==> config.mk <==
export PLATFORM = sky130hd
export DESIGN_NAME = amseq_top
export DESIGN_NICKNAME = d
export VERILOG_FILES = /design/src/rtl/amseq_pkg.sv /design/src/rtl/amseq_decode.sv /design/src/rtl/amseq_addr.sv /design/src/rtl/amseq_top.sv
export SDC_FILE = /design/constraint.sdc
export NUM_CORES = 1
export LEC_CHECK = 0
export BUFFER_PORTS_ARGS = -buffer_cell sky130_fd_sc_hd__clkbuf_2
export CAP_MARGIN = 5
export CELL_PAD_IN_SITES_DETAIL_PLACEMENT = 1
export CELL_PAD_IN_SITES_GLOBAL_PLACEMENT = 1
export CORE_UTILIZATION = 42
export DETAILED_ROUTE_END_ITERATION = 7
export PLACE_DENSITY = 0.95
export SLEW_MARGIN = 10
export SYNTH_ARGS = -nofsm -noshare
export SYNTH_HDL_FRONTEND = slang
export SYNTH_SLANG_ARGS = --single-unit
==> constraint.sdc <==
create_clock -name clk -period 5.77 [get_ports clk]
set_input_delay 0.2885 -clock clk [delete_from_list [all_inputs] [get_ports clk]]
set_output_delay 0.2885 -clock clk [all_outputs]
set_load 0.1 [all_outputs]
==> src/rtl/amseq_pkg.sv <==
`timescale 1ns/1ps
package amseq_pkg;
  typedef enum logic [2:0] {
    K_DIRECT,
    K_INDIRECT,
    K_FWD,
    K_BWD,
    K_MEMWORD,
    K_CONSTWORD,
    K_TOPLOC,
    K_SHORTIMM
  } oper_kind_t;

  typedef enum logic [1:0] {
    S_IDLE,
    S_READ,
    S_WAIT
  } seq_state_t;
endpackage

==> src/rtl/amseq_decode.sv <==
`timescale 1ns/1ps
module amseq_decode
  import amseq_pkg::*;
#(
  parameter int WORD_W  = 12,
  parameter int FIELD_W = 6
) (
  input  logic [WORD_W-1:0]  instr,
  output oper_kind_t         kind,
  output logic [FIELD_W-1:0] field
);
  localparam int FUNC_W = WORD_W - 2 - FIELD_W;

  logic [FUNC_W-1:0] func;
  logic [1:0]        mode;
  logic              alt;

  assign func  = instr[WORD_W-1 -: FUNC_W];
  assign mode  = instr[FIELD_W+1:FIELD_W];
  assign field = instr[FIELD_W-1:0];
  assign alt   = func[FUNC_W-1];

  always_comb begin
    if (func == '0) begin
      kind = K_SHORTIMM;
    end else begin
      unique case (mode)
        2'b00:   kind = K_DIRECT;
        2'b01:   kind = alt ? K_MEMWORD   : K_INDIRECT;
        2'b10:   kind = alt ? K_CONSTWORD : K_FWD;
        default: kind = alt ? K_TOPLOC    : K_BWD;
      endcase
    end
  end
endmodule

==> src/rtl/amseq_addr.sv <==
`timescale 1ns/1ps
module amseq_addr #(
  parameter int WORD_W  = 12,
  parameter int FIELD_W = 6
) (
  input  logic [WORD_W-1:0]  pc,
  input  logic [FIELD_W-1:0] field,
  output logic [WORD_W-1:0]  zext_field,
  output logic [WORD_W-1:0]  fwd_addr,
  output logic [WORD_W-1:0]  bwd_addr,
  output logic [WORD_W-1:0]  top_addr,
  output logic [WORD_W-1:0]  pc_plus1,
  output logic [WORD_W-1:0]  pc_plus2
);
  localparam int PAD_W = WORD_W - FIELD_W;

  assign zext_field = {{PAD_W{1'b0}}, field};
  assign fwd_addr   = pc + zext_field;
  assign bwd_addr   = pc - zext_field;
  assign top_addr   = '1;
  assign pc_plus1   = pc + WORD_W'(1);
  assign pc_plus2   = pc + WORD_W'(2);
endmodule

==> src/rtl/amseq_top.sv <==
`timescale 1ns/1ps
module amseq_top
  import amseq_pkg::*;
#(
  parameter int WORD_W  = 12,
  parameter int FIELD_W = 6
) (
  input  logic              clk,
  input  logic              rst_n,
  input  logic              ins_valid,
  output logic              ins_ready,
  input  logic [WORD_W-1:0] ins_word,
  input  logic [WORD_W-1:0] ins_pc,
  output logic              mem_rd_en,
  output logic [WORD_W-1:0] mem_addr,
  input  logic [WORD_W-1:0] mem_rdata,
  output logic              res_done,
  output logic              res_is_imm,
  output logic [WORD_W-1:0] res_value,
  output logic [WORD_W-1:0] res_next_pc
);
  oper_kind_t         kind;
  logic [FIELD_W-1:0] field;
  logic [WORD_W-1:0]  zext_field, fwd_addr, bwd_addr, top_addr, pc_plus1, pc_plus2;
  seq_state_t         state;
  logic [WORD_W-1:0]  rd_addr_q, npc_q;
  logic               imm_q;
  logic               accept;

  amseq_decode #(.WORD_W(WORD_W), .FIELD_W(FIELD_W)) u_dec (
    .instr (ins_word),
    .kind  (kind),
    .field (field)
  );

  amseq_addr #(.WORD_W(WORD_W), .FIELD_W(FIELD_W)) u_addr (
    .pc         (ins_pc),
    .field      (field),
    .zext_field (zext_field),
    .fwd_addr   (fwd_addr),
    .bwd_addr   (bwd_addr),
    .top_addr   (top_addr),
    .pc_plus1   (pc_plus1),
    .pc_plus2   (pc_plus2)
  );

  assign ins_ready = (state == S_IDLE);
  assign accept    = ins_valid && ins_ready;
  assign mem_rd_en = (state == S_READ);
  assign mem_addr  = rd_addr_q;

  always_ff @(posedge clk) begin
    if (!rst_n) begin
      state       <= S_IDLE;
      rd_addr_q   <= '0;
      npc_q       <= '0;
      imm_q       <= 1'b0;
      res_done    <= 1'b0;
      res_is_imm  <= 1'b0;
      res_value   <= '0;
      res_next_pc <= '0;
    end else begin
      res_done <= 1'b0;
      unique case (state)
        S_IDLE: begin
          if (accept) begin
            unique case (kind)
              K_INDIRECT: begin
                rd_addr_q <= zext_field;
                npc_q     <= pc_plus1;
                imm_q     <= 1'b0;
                state     <= S_READ;
              end
              K_MEMWORD, K_CONSTWORD: begin
                rd_addr_q <= pc_plus1;
                npc_q     <= pc_plus2;
                imm_q     <= (kind == K_CONSTWORD);
                state     <= S_READ;
              end
              default: begin
                res_done    <= 1'b1;
                res_next_pc <= pc_plus1;
                res_is_imm  <= (kind == K_SHORTIMM);
                unique case (kind)
                  K_FWD:    res_value <= fwd_addr;
                  K_BWD:    res_value <= bwd_addr;
                  K_TOPLOC: res_value <= top_addr;
                  default:  res_value <= zext_field;
                endcase
              end
            endcase
          end
        end
        S_READ: state <= S_WAIT;
        default: begin
          res_done    <= 1'b1;
          res_value   <= mem_rdata;
          res_is_imm  <= imm_q;
          res_next_pc <= npc_q;
          state       <= S_IDLE;
        end
      endcase
    end
  end

  // a read request is followed by a quiet wait cycle
  a_r10_read_gap: assert property (@(posedge clk) disable iff (!rst_n)
    mem_rd_en |=> (!mem_rd_en && !res_done));

  // results only appear once the sequencer is free again
  a_r11_done_when_ready: assert property (@(posedge clk) disable iff (!rst_n)
    res_done |-> ins_ready);

  a_r8_top_location: assert property (@(posedge clk) disable iff (!rst_n)
    (accept && kind == K_TOPLOC) |=> (res_done && res_value == '1 && !res_is_imm));

  a_r4_forward_wrap: assert property (@(posedge clk) disable iff (!rst_n)
    (accept && kind == K_FWD) |=>
      (res_done && res_value == $past(ins_pc + {{(WORD_W-FIELD_W){1'b0}}, ins_word[FIELD_W-1:0]})));

  a_r9_short_imm: assert property (@(posedge clk) disable iff (!rst_n)
    (accept && kind == K_SHORTIMM) |=>
      (res_is_imm && res_value == $past({{(WORD_W-FIELD_W){1'b0}}, ins_word[FIELD_W-1:0]})));

  a_r6_second_word_addr: assert property (@(posedge clk) disable iff (!rst_n)
    (accept && (kind == K_MEMWORD || kind == K_CONSTWORD)) |=>
      (mem_rd_en && mem_addr == $past(ins_pc + WORD_W'(1))));
endmodule

After elaboration in Yosys (flattened, before gate mapping)
Cells that the tools add are included.
- flip-flop bits (word level): 53
- input port bits: 39
- word-level logic and storage cells: 60
- add/subtract/negate cells: 4
- equality and inequality tests: 13
- mux-type cells: 24
- bitwise gates (word level): 1
- reduce and logical (&&, ||, !) cells: 10
- operators with widths (cell ; number):
    $pmux 12 s2 ; 4
    $mux 12 ; 4
    $pmux 12 s3 ; 1
    $add 12x1->12 const B ; 1
    $add 12x2->12 const B ; 1
    $add 12x6->12 ; 1
    $eq 3x3->1 const B ; 4
    $mux 3 ; 4
    $sub 12x6->12 ; 1
    $pmux 3 s3 ; 1
    $eq 3x2->1 const B ; 2
    $pmux 1 s2 ; 3
    $reduce_and 3->1 ; 2
    $eq 2x1->1 const B ; 2
    $logic_not 2->1 ; 2
    $logic_not 4->1 ; 1
    $mux 1 ; 4
    $mux 2 ; 2
    $ne 2x2->1 const B ; 2
    $pmux 2 s2 ; 1
    $eq 3x1->1 const B ; 1
    $reduce_or 3->1 ; 1
    $eq 2x2->1 const B ; 1
    $ne 2x1->1 const B ; 1
    5 further kinds ; 5

Logic depth before layout (Yosys ltp)
Gate-level depths: netlist of run 1.
- depth in word-level cells: 8
- depth in mapped cells: 13
- gate-level depth less buffers: 12

By module
A second synthesis of run 1 with hierarchy kept.
- cells, all modules: 532
- area, all modules: 4301.6 um^2
- modules (own cells, without submodules) (module ; times used ; cells each ; area each (um^2) ; seq. area each (um^2)):
    amseq_top ; 1 ; 308 ; 2746.4 ; 1061.0
    amseq_addr ; 1 ; 209 ; 1446.4 ; 0.0
    amseq_decode ; 1 ; 15 ; 108.9 ; 0.0

Worst setup path before layout of run 1
Ideal clock, no wire load.
- path type: in2reg
- from: in ins_word[9]
- to: reg res_value[11]
- setup time: 0.117 ns
- arrival: 2.514 ns
- setup slack: 3.139 ns
- cell stages on the path: 12
- cells stage by stage: or3_1 > nand2_1 > nand2_1 > o21ai_0 > inv_1 > ha_1 > nor2b_1 > o2111ai_1 > a2111oi_0 > nor3_1 > xnor2_1 > a22o_1
- cells in the longest elaborated chain, start to end: 7
- elaborated cells on any way between the ends: 15
- classes of those cells: eq/ne (7); mux (5); reduce/logical (3)
- RTL lines (what ; RTL line ; RTL):
    start: declaration ; amseq_top.sv:12 ; input logic [WORD_W-1:0] ins_word,
    $logic_not 4->1 * ; amseq_decode.sv:24 ; if (func == '0) begin
    $mux 3 * ; amseq_decode.sv:24 ;
    $eq 3x3->1 or $eq 3x2->1 (tied branches) ; amseq_top.sv:84 ; unique case (kind)
    $pmux 12 s3 ; amseq_top.sv:84 ;
    $mux 12 ; amseq_top.sv:67 ; unique case (kind)
    $mux 12 ; amseq_top.sv:66 ; if (accept) begin
    $pmux 12 s2 ; amseq_top.sv:64 ; unique case (state)
    end signal: assignment ; amseq_top.sv:85 ; K_FWD: res_value <= fwd_addr;
    end signal: assignment ; amseq_top.sv:86 ; K_BWD: res_value <= bwd_addr;
    end signal: assignment ; amseq_top.sv:87 ; K_TOPLOC: res_value <= top_addr;
    end: declaration ; amseq_top.sv:19 ; output logic [WORD_W-1:0] res_value,
Every way passes the cells marked *; elsewhere a longest branch is shown, timed or not. The select of a mux whose other input is x is not followed.
A chain may end at the register's enable or synchronous reset.

Worst setup path in the final report of run 1
- from: reg state[1]
- to: reg rd_addr_q[1], in the netlist mem_addr[1]
- cells in the longest elaborated chain, start to end: 3
- RTL lines (what ; RTL line ; RTL):
    start: declaration ; amseq_top.sv:25 ; seq_state_t state;
    start signal: assignment ; amseq_top.sv:54 ; state <= S_IDLE;
    start signal: assignment ; amseq_top.sv:72 ; state <= S_READ;
    start signal: assignment ; amseq_top.sv:78 ; state <= S_READ;
    $logic_not 2->1 * ; amseq_top.sv:47, amseq_top.sv:64 ;
    $logic_and 1x1->1 ; amseq_top.sv:48 ; assign accept = ins_valid && ins_ready;
    $reduce_and 3->1 (no line) * ; -- ;
    end signal: assignment ; amseq_top.sv:69 ; rd_addr_q <= zext_field;
    end signal: assignment ; amseq_top.sv:75 ; rd_addr_q <= pc_plus1;
    end: declaration ; amseq_top.sv:26 ; logic [WORD_W-1:0] rd_addr_q, npc_q;
Every way passes the cells marked *; elsewhere a longest branch is shown, timed or not.

==> results of run 1 <==
[logic make-up (layout without fill, tap and decap cells)]
family,Yosys count,count (layout),synth area share
compound gates,147,147,0.2813
xor+xnor,30,30,0.08006
fa+ha+maj,15,15,0.05782
buf+inv,37,97,0.05077
flops,53,53,0.3143
mux,2,2,0.005931
simple gates,153,153,0.2098
[worst max-delay path: cells and delay by family (launching register included)]
family                 cells  cell delay, ns
AO/OA/AOI/OAI              2            0.37
buffers and inverters      1            0.52
flip-flops                 1            0.40
AND/OR/NAND/NOR            4            1.54
[layout by cell type (no fill, tap or decap), drive strengths merged, types with 14 or more instances in the layout]
master and instances:
ha 14, a21oi 52, xnor2 14, dfxtp 53, nand3 14, nor2 43, clkbuf 83, xor2 16
nand2 57, o211ai 15, o21ai 30
[state kept, by name, summed over array words and instances, names as in the netlist]
register     count
state            2
res_is_imm       1
mem_addr        12
res_next_pc     12
res_value       12
res_done         1
imm_q            1
npc_q           12
[where the power goes]
group	internal, uW	leakage, uW	switching, uW	total (uW)
sequential	394	0.000434	16.4	410
combinational	101	0.00116	335	436
clock	91.3	0.0000506	145	237
[layer usage]
metal,GRT usage,up-vias
met5,0,-
met4,0.1323,0
met3,0.05307,58
met2,0.5000,203
met1,0.3710,1785
li1,-,1688
[metrics by stage]
stage,hold WS (ns),total power (uW),setup WS [ns],area (um^2),cells
6_report,0.2489,1083,2.797,3865,599
2_1_floorplan,0.4321,744.8,3.139,3376,437
3_3_place_gp,0.4390,825.0,2.872,3767,591
4_1_cts,0.2489,1080,2.865,3865,599
3_5_place_dp,0.4468,843.4,2.695,3767,591
5_1_grt,0.2581,1125,2.600,3865,599
[area by class of cell]
type                       instances  area, um^2  area share
multi-input combinational        347        2143      0.5545
sequential                        53        1061      0.2745
timing repair buffer              79       397.9      0.1029
tap                              102       127.6     0.03302
clock buffer                       5       68.82     0.01781
inverter                          10       37.54    0.009712
clock inverter                     3       28.78    0.007446
[final timing paths]
kind	depth (start not counted)	from	endpoint
setup / recovery	7	state[1]	mem_addr[1]
hold / removal	3	mem_rdata[3]	res_value[3]
setup reg to reg	7	state[1]	mem_addr[1]
hold reg to reg	2	npc_q[0]	npc_q[0]
==> impl_metrics.json, run 1 <==
{
  "maxSlewHeadroom": 0.2916,
  "ys_ff_latch": 53,
  "synthFlopType": "dfxtp_1",
  "fmax_mhz": 336.4,
  "numCtsBuffers": 5,
  "ys_seq_area_frac": 0.3143,
  "post-route-min-period_ns": 2.973,
  "crit_chain": "or2_1 -> inv_2 -> nand2_2 -> nor2_2 -> o211ai_1 -> o21ai_0 -> nor2_1",
  "fin_util": 0.4976,
  "synth.area.top_cells": "dfxtp_1, a21oi_1, nand2_1",
  "fillers": 1013,
  "wl_met3_um": 958,
  "diodes": 0,
  "yosysWarnings": 0,
  "syn_inst": 437,
  "grtUsageTotal": 0.2976,
  "wl_met2_um": 5809,
  "drt.antenna.violating_nets": 0,
  "synth.avg_cell_area_um2": 7.725,
  "peakVddDrop_mv": 0.09693,
  "netlist_area_mm2": 0.003376,
  "crit_slowest_cell": "nor2_2",
  "fin_nets": 550,
  "required_ns": 5.96,
  "dieArea_mm2": 0.008400,
  "ys_top_cells_by_count": "nand2_1, dfxtp_1, a21oi_1",
  "yosysMostFrequentCell": "nand2_1",
  "max_stage_delay_ns": 0.85,
  "finalSetupTns_ns": 0,
  "rsz0062_at_grt": "false",
  "clk_latency_ns": 0.32,
  "drv_slew": 0,
  "overflow": 0,
  "post_cts_resized": 0,
  "p_per_area_mw_per_mm2": 280.3,
  "synth-async-reset-ratio": 0,
  "via_count": 3734,
  "syn_nets": 491,
  "drt-pass1-iter-count": 5,
  "num_io_pins": 79,
  "drc": 0,
  "post_cts_buffers": 0,
  "start_util": 0.4346,
  "die_width_um": 91.65,
  "crit_fanout": 31,
  "portBuffers": 78,
  "finalSetupViolations": 0,
  "rows": 32,
  "cts_sinks": 53,
  "cts_tree": "built",
  "path_clk_slew_ns": 0.11,
  "p_leak_uw": 0.001643,
  "viasPerCell": 6.234,
  "antenna_found_initial": 0,
  "gp_congestion": 0.9761,
  "startpoint_type": "flip-flop",
  "fin_crit_sh": 0.5153,
  "skew_ns": 0.01460,
  "wl_per_cell_um": 20.62,
  "synth_top_area_frac": 0.3143,
  "status": "completed",
  "synth.distinct_cells": 62,
  "hold_violations": 0,
  "postRouteWirelength_um": 12350,
  "first_global_vias": 3815,
  "maxUsedRoutingLayer": "met4",
  "area_delta_synth_final_pct": 14.49,
  "grt_pass1_wl_um": 19620,
  "synth_edf_count": 0,
  "root_buffer": "clkbuf_8",
  "drive_above_1_share": 0.2072,
  "tightest_slew_ns": 1.061,
  "hold_buffers": 0,
  "yosysTopAreaCell": "dfxtp_1",
  "wl_met1_um": 5045,
  "reg2reg_slack_ns": 2.80,
  "hpwlAfterDp_um": 9169,
  "htree_levels": 2,
  "grt_max_degree": 36,
  "clk_path_buf_depth": 2,
  "end_kind": "flip-flop",
  "cp.arrival_ns": 3.16,
  "path_class": "flip-flop to flip-flop",
  "dieHeight_um": 91.65,
  "core-area_mm2": 0.007767,
  "min_path_type": "input port to flip-flop",
  "max_cap_violations": 0,
  "drt_iter0_drc": 312
}
(Power assumes the default switching activity.)
==> inputs of run 2 (changes only) <==
Settings changed: CORE_UTILIZATION 42 to 39, PLACE_DENSITY 0.95 to 0.92.
Clock period 5.77 ns to 3.05 ns, I/O delays scaled along.
==> run 2 against run 1 <==
Worst hold slack got worse by 0.11 ns. Critical path depth rose by 5. Clock skew fell by 0.0048 ns. Routed wire length fell by 3.9%. Sequential share of layout area fell by 0.42 points. Combinational power rose by 87%. Critical path type is now input port to flip-flop. Critical endpoint is now res_value[6]. Highest routed layer unchanged.
==> impl_metrics.json, run 2 (same netlist as run 1, synthesis figures left out) <==
{
  "cts_tree": "built",
  "maxSlewHeadroom": 0.4809,
  "cp.arrival_ns": 2.85,
  "root_buffer": "clkbuf_8",
  "drt_iter0_drc": 200,
  "wl_per_cell_um": 19.54,
  "grt_max_degree": 23,
  "first_global_vias": 3704,
  "skew_ns": 0.009780,
  "htree_levels": 2,
  "finalSetupTns_ns": 0,
  "dieHeight_um": 95.04,
  "portBuffers": 78,
  "path_class": "input port to flip-flop",
  "seq_area_mm2": 0.001061,
  "finalSetupViolations": 0,
  "p_per_area_mw_per_mm2": 536.1,
  "via_count": 3633,
  "layout_commonest_cell": "clkbuf_2",
  "design_area_mm2": 0.003925,
  "crit_fanout": 9,
  "hold_violations": 0,
  "drive_above_1_share": 0.2131,
  "end_kind": "flip-flop",
  "rsz0062_at_grt": "false",
  "path_clk_slew_ns": 0.09,
  "die_width_um": 95.04,
  "max_cap_violations": 0,
  "drc": 0,
  "diodes": 0,
  "mostFrequentLayoutCells": "clkbuf_2, nand2_1, dfxtp_1, a21oi_1, nor2_1",
  "peakVddDrop_mv": 0.2523,
  "clk_latency_ns": 0.31,
  "fin_crit_sh": 0.8563,
  "post_cts_resized": 0,
  "post_cts_buffers": 0,
  "fillers": 1071,
  "hpwlAfterDp_um": 9178,
  "drv_slew": 0,
  "rows": 33,
  "cts_sinks": 53,
  "grt_pass1_wl_um": 19080,
  "postRouteWirelength_um": 11860,
  "antenna_found_initial": 0,
  "drt-pass1-iter-count": 4,
  "drt.antenna.violating_nets": 0,
  "fin_nets": 555,
  "p_leak_uw": 0.001675,
  "startpoint_type": "input port",
  "area_delta_synth_final_pct": 16.27,
  "numCtsBuffers": 5,
  "hold_buffers": 0,
  "status": "completed",
  "num_io_pins": 79,
  "required_ns": 3.29,
  "start_util": 0.4068,
  "gp_congestion": 0.9979,
  "fmax_mhz": 382.9,
  "overflow": 0,
  "grtUsageTotal": 0.2741,
  "core-area_mm2": 0.008299,
  "viasPerCell": 5.985,
  "clk_path_buf_depth": 2,
  "dieArea_mm2": 0.009032,
  "multi_input_area_mm2": 0.002143,
  "tightest_slew_ns": 0.7787,
  "min_path_type": "input port to flip-flop",
  "post-route-min-period_ns": 2.612,
  "placed_area_mm2": 0.003809
}
## run 2: layout make-up
class,instances,area share
Tap cell,105,0.03347
Inverter,10,0.009563
Multi-Input combinational cell,347,0.5461
Sequential cell,53,0.2703
Clock inverter,1,0.007651
Clock buffer,7,0.02200
Timing Repair Buffer,84,0.1109
## run 2: final timing paths
check | from | end | slack, ns | depth (start not counted)
max | ins_word[9] | res_value[6] | 0.44 | 12
min | mem_rdata[1] | res_value[1] | 0.14 | 3
max reg2reg | state[1] | imm_q | 0.56 | 7
min reg2reg | mem_addr[5] | mem_addr[5] | 0.46 | 2
## run 2: per-stage QoR
stage               cells  power, uW    util  worst slack [ns]  hold WS [ns]
global placement      599       1569  0.4589            0.2979        0.4368
finish                607       2104  0.4729            0.4383        0.1370
detailed placement    599       1596  0.4589            0.1308        0.4504
CTS                   607       2099  0.4729            0.4641        0.1362
floorplan             437       1409       -            0.5553        0.3190
global route          607       2189  0.4729            0.2363        0.1536
## run 2: where the power goes
| group | leakage (uW) | internal (uW) | switching (uW) |
|---|---|---|---|
| combinational | 0.00118 | 196 | 620 |
| clock | 0.0000585 | 268 | 244 |
| sequential | 0.000434 | 745 | 31.1 |
| total | 0.00167 | 1210 | 895 |
## run 2: metal layers
metal  wire [um]  GRT usage
met5           0          0
met4         320     0.1073
met3         770    0.03668
met2        5714     0.4496
met1        5057     0.3634
## run 2: worst max-delay path, cell delays in order
cell and delay, ns:
clkbuf_2 0.09, or3_1 0.43, nand2_1 0.24, o31ai_1 0.14, xor2_1 0.17, ha_1 0.36
o21a_1 0.19, o31a_1 0.14, or4_1 0.41, a31oi_1 0.30, a21oi_1 0.07, a21oi_1 0.17
==> inputs of run 3 (changes only) <==
Settings changed: CORE_MARGIN from default to 2.
==> run 3 against run 2 <==
Cell area decreased by 0.86%. Worst hold slack got worse by 0.0091 ns. Clock power down 18%. Cell count shrank 0.33%. First-iteration DRC count increased by 45%. Routed wire length is 1.9% lower. Core utilization shrank 0.41 points. Largest power group unchanged.
==> impl_metrics.json, run 3 (same netlist as run 1, synthesis figures left out) <==
{
  "mostFrequentLayoutCells": "clkbuf_2, nand2_1, dfxtp_1, a21oi_1, nor2_1",
  "drt_iter0_drc": 289,
  "layout_commonest_cell": "clkbuf_2",
  "maxSlewHeadroom": 0.5106,
  "status": "completed",
  "start_util": 0.4068,
  "clk_latency_ns": 0.31,
  "wl_per_cell_um": 19.22,
  "drt-pass1-iter-count": 5,
  "num_io_pins": 79,
  "overflow": 0,
  "hold_violations": 0,
  "tightest_slew_ns": 0.7341,
  "post_cts_buffers": 0,
  "min_path_type": "input port to flip-flop",
  "postRouteWirelength_um": 11630,
  "post-route-min-period_ns": 2.674,
  "fin_crit_sh": 0.8767,
  "setup_slack_ns": 0.3761,
  "grtUsageTotal": 0.2462,
  "peakVddDrop_mv": 0.1961,
  "antenna_found_initial": 0,
  "dieArea_mm2": 0.009416,
  "fillers": 1070,
  "cts_sinks": 53,
  "clk_path_buf_depth": 2,
  "startpoint_type": "input port",
  "first_global_vias": 3635,
  "p_leak_uw": 0.001655,
  "cp_common_cell": "a21oi_1",
  "fin_nets": 554,
  "viasPerCell": 5.972,
  "htree_levels": 2,
  "p_per_area_mw_per_mm2": 516.5,
  "root_buffer": "clkbuf_8",
  "core-area_mm2": 0.008299,
  "end_kind": "flip-flop",
  "crit_slowest_cell": "or3_1",
  "path_clk_slew_ns": 0.10,
  "required_ns": 3.29,
  "fin_util": 0.4689,
  "post_cts_resized": 0,
  "numCtsBuffers": 5,
  "via_count": 3613,
  "pre_cts_ws_ns": 0.1279,
  "grt_max_degree": 31,
  "cts_tree": "built",
  "p_total_uw": 2010,
  "portBuffers": 78,
  "crit_fanout": 9,
  "path_class": "input port to flip-flop",
  "rsz0062_at_grt": "false",
  "drc": 0,
  "drive_above_1_share": 0.2120,
  "gp_congestion": 0.9386,
  "crit_chain": "clkbuf_2 -> or3_1 -> nand2_1 -> o31ai_1 -> xor2_1 -> ha_1 -> o21a_1 -> o31a_1 -> or4_1 -> a31oi_1 -> a21oi_1 -> a21oi_1",
  "diodes": 0,
  "dieHeight_um": 97.04,
  "drv_slew": 0,
  "hpwlAfterDp_um": 9177,
  "max_cap_violations": 0,
  "fmax_mhz": 374.0,
  "rows": 33,
  "skew_ns": 0.007584,
  "finalSetupTns_ns": 0,
  "cp.arrival_ns": 2.92,
  "finalSetupViolations": 0,
  "die_width_um": 97.04,
  "max_stage_delay_ns": 0.44,
  "hold_buffers": 0,
  "drt.antenna.violating_nets": 0,
  "grt_pass1_wl_um": 18980,
  "area_delta_synth_final_pct": 15.27
}
run 3: final cells by class:
| class | instances | area, um^2 | area share |
|---|---|---|---|
| flip-flops and latches | 53 | 1061 | 0.2727 |
| multi-input cells | 347 | 2143 | 0.5508 |
| clock buffers | 6 | 82.58 | 0.02122 |
| inverters | 10 | 37.54 | 0.009646 |
| clock inverters | 1 | 7.507 | 0.001929 |
| repair buffers | 83 | 427.9 | 0.1100 |
| well taps | 105 | 131.4 | 0.03376 |
run 3: routing by layer:
metal | vias up | track usage | part of all wire
met4 | 0 | 0.07909 | 0.029
met3 | 34 | 0.04408 | 0.058
met1 | 1737 | 0.3287 | 0.44
met5 | - | 0 | 0
met2 | 143 | 0.4028 | 0.48
li1 | 1699 | - | -
run 3: path summary, 6_finish.rpt:
path                     start      endpoint  slack [ns]  cells past startpoint
setup / recovery   ins_word[9]  res_value[6]        0.38                     12
hold / removal    mem_rdata[3]  res_value[3]        0.13                      3
setup reg to reg      state[1]         imm_q        0.74                      7
hold reg to reg    mem_addr[4]   mem_addr[4]        0.46                      2
run 3: power breakdown:
group	leakage, uW	total [uW]	internal, uW	switching (uW)
clock network	0.0000433	419	180	239
logic	0.00118	815	195	620
registers	0.000434	776	745	30.9
total	0.00165	2010	1120	889
run 3: per-stage QoR:
stage          hold slack [ns]  cells  cell area, um^2
5_1_grt                 0.1148    605             3891
6_report                0.1279    605             3891
3_5_place_dp            0.4505    598             3801
3_3_place_gp            0.4380    598             3801
4_1_cts                 0.1296    605             3891
2_1_floorplan           0.3190    437             3376
run 3: critical path, delay by kind of cell:
family                     cells  cell delay (ns)
xor gates and xnor gates       1             0.17
buffers and inverters          1             0.10
and+or+nand+nor                3             1.12
adders and majority gates      1             0.36
AOI/OAI and AO/OA              6             1.02
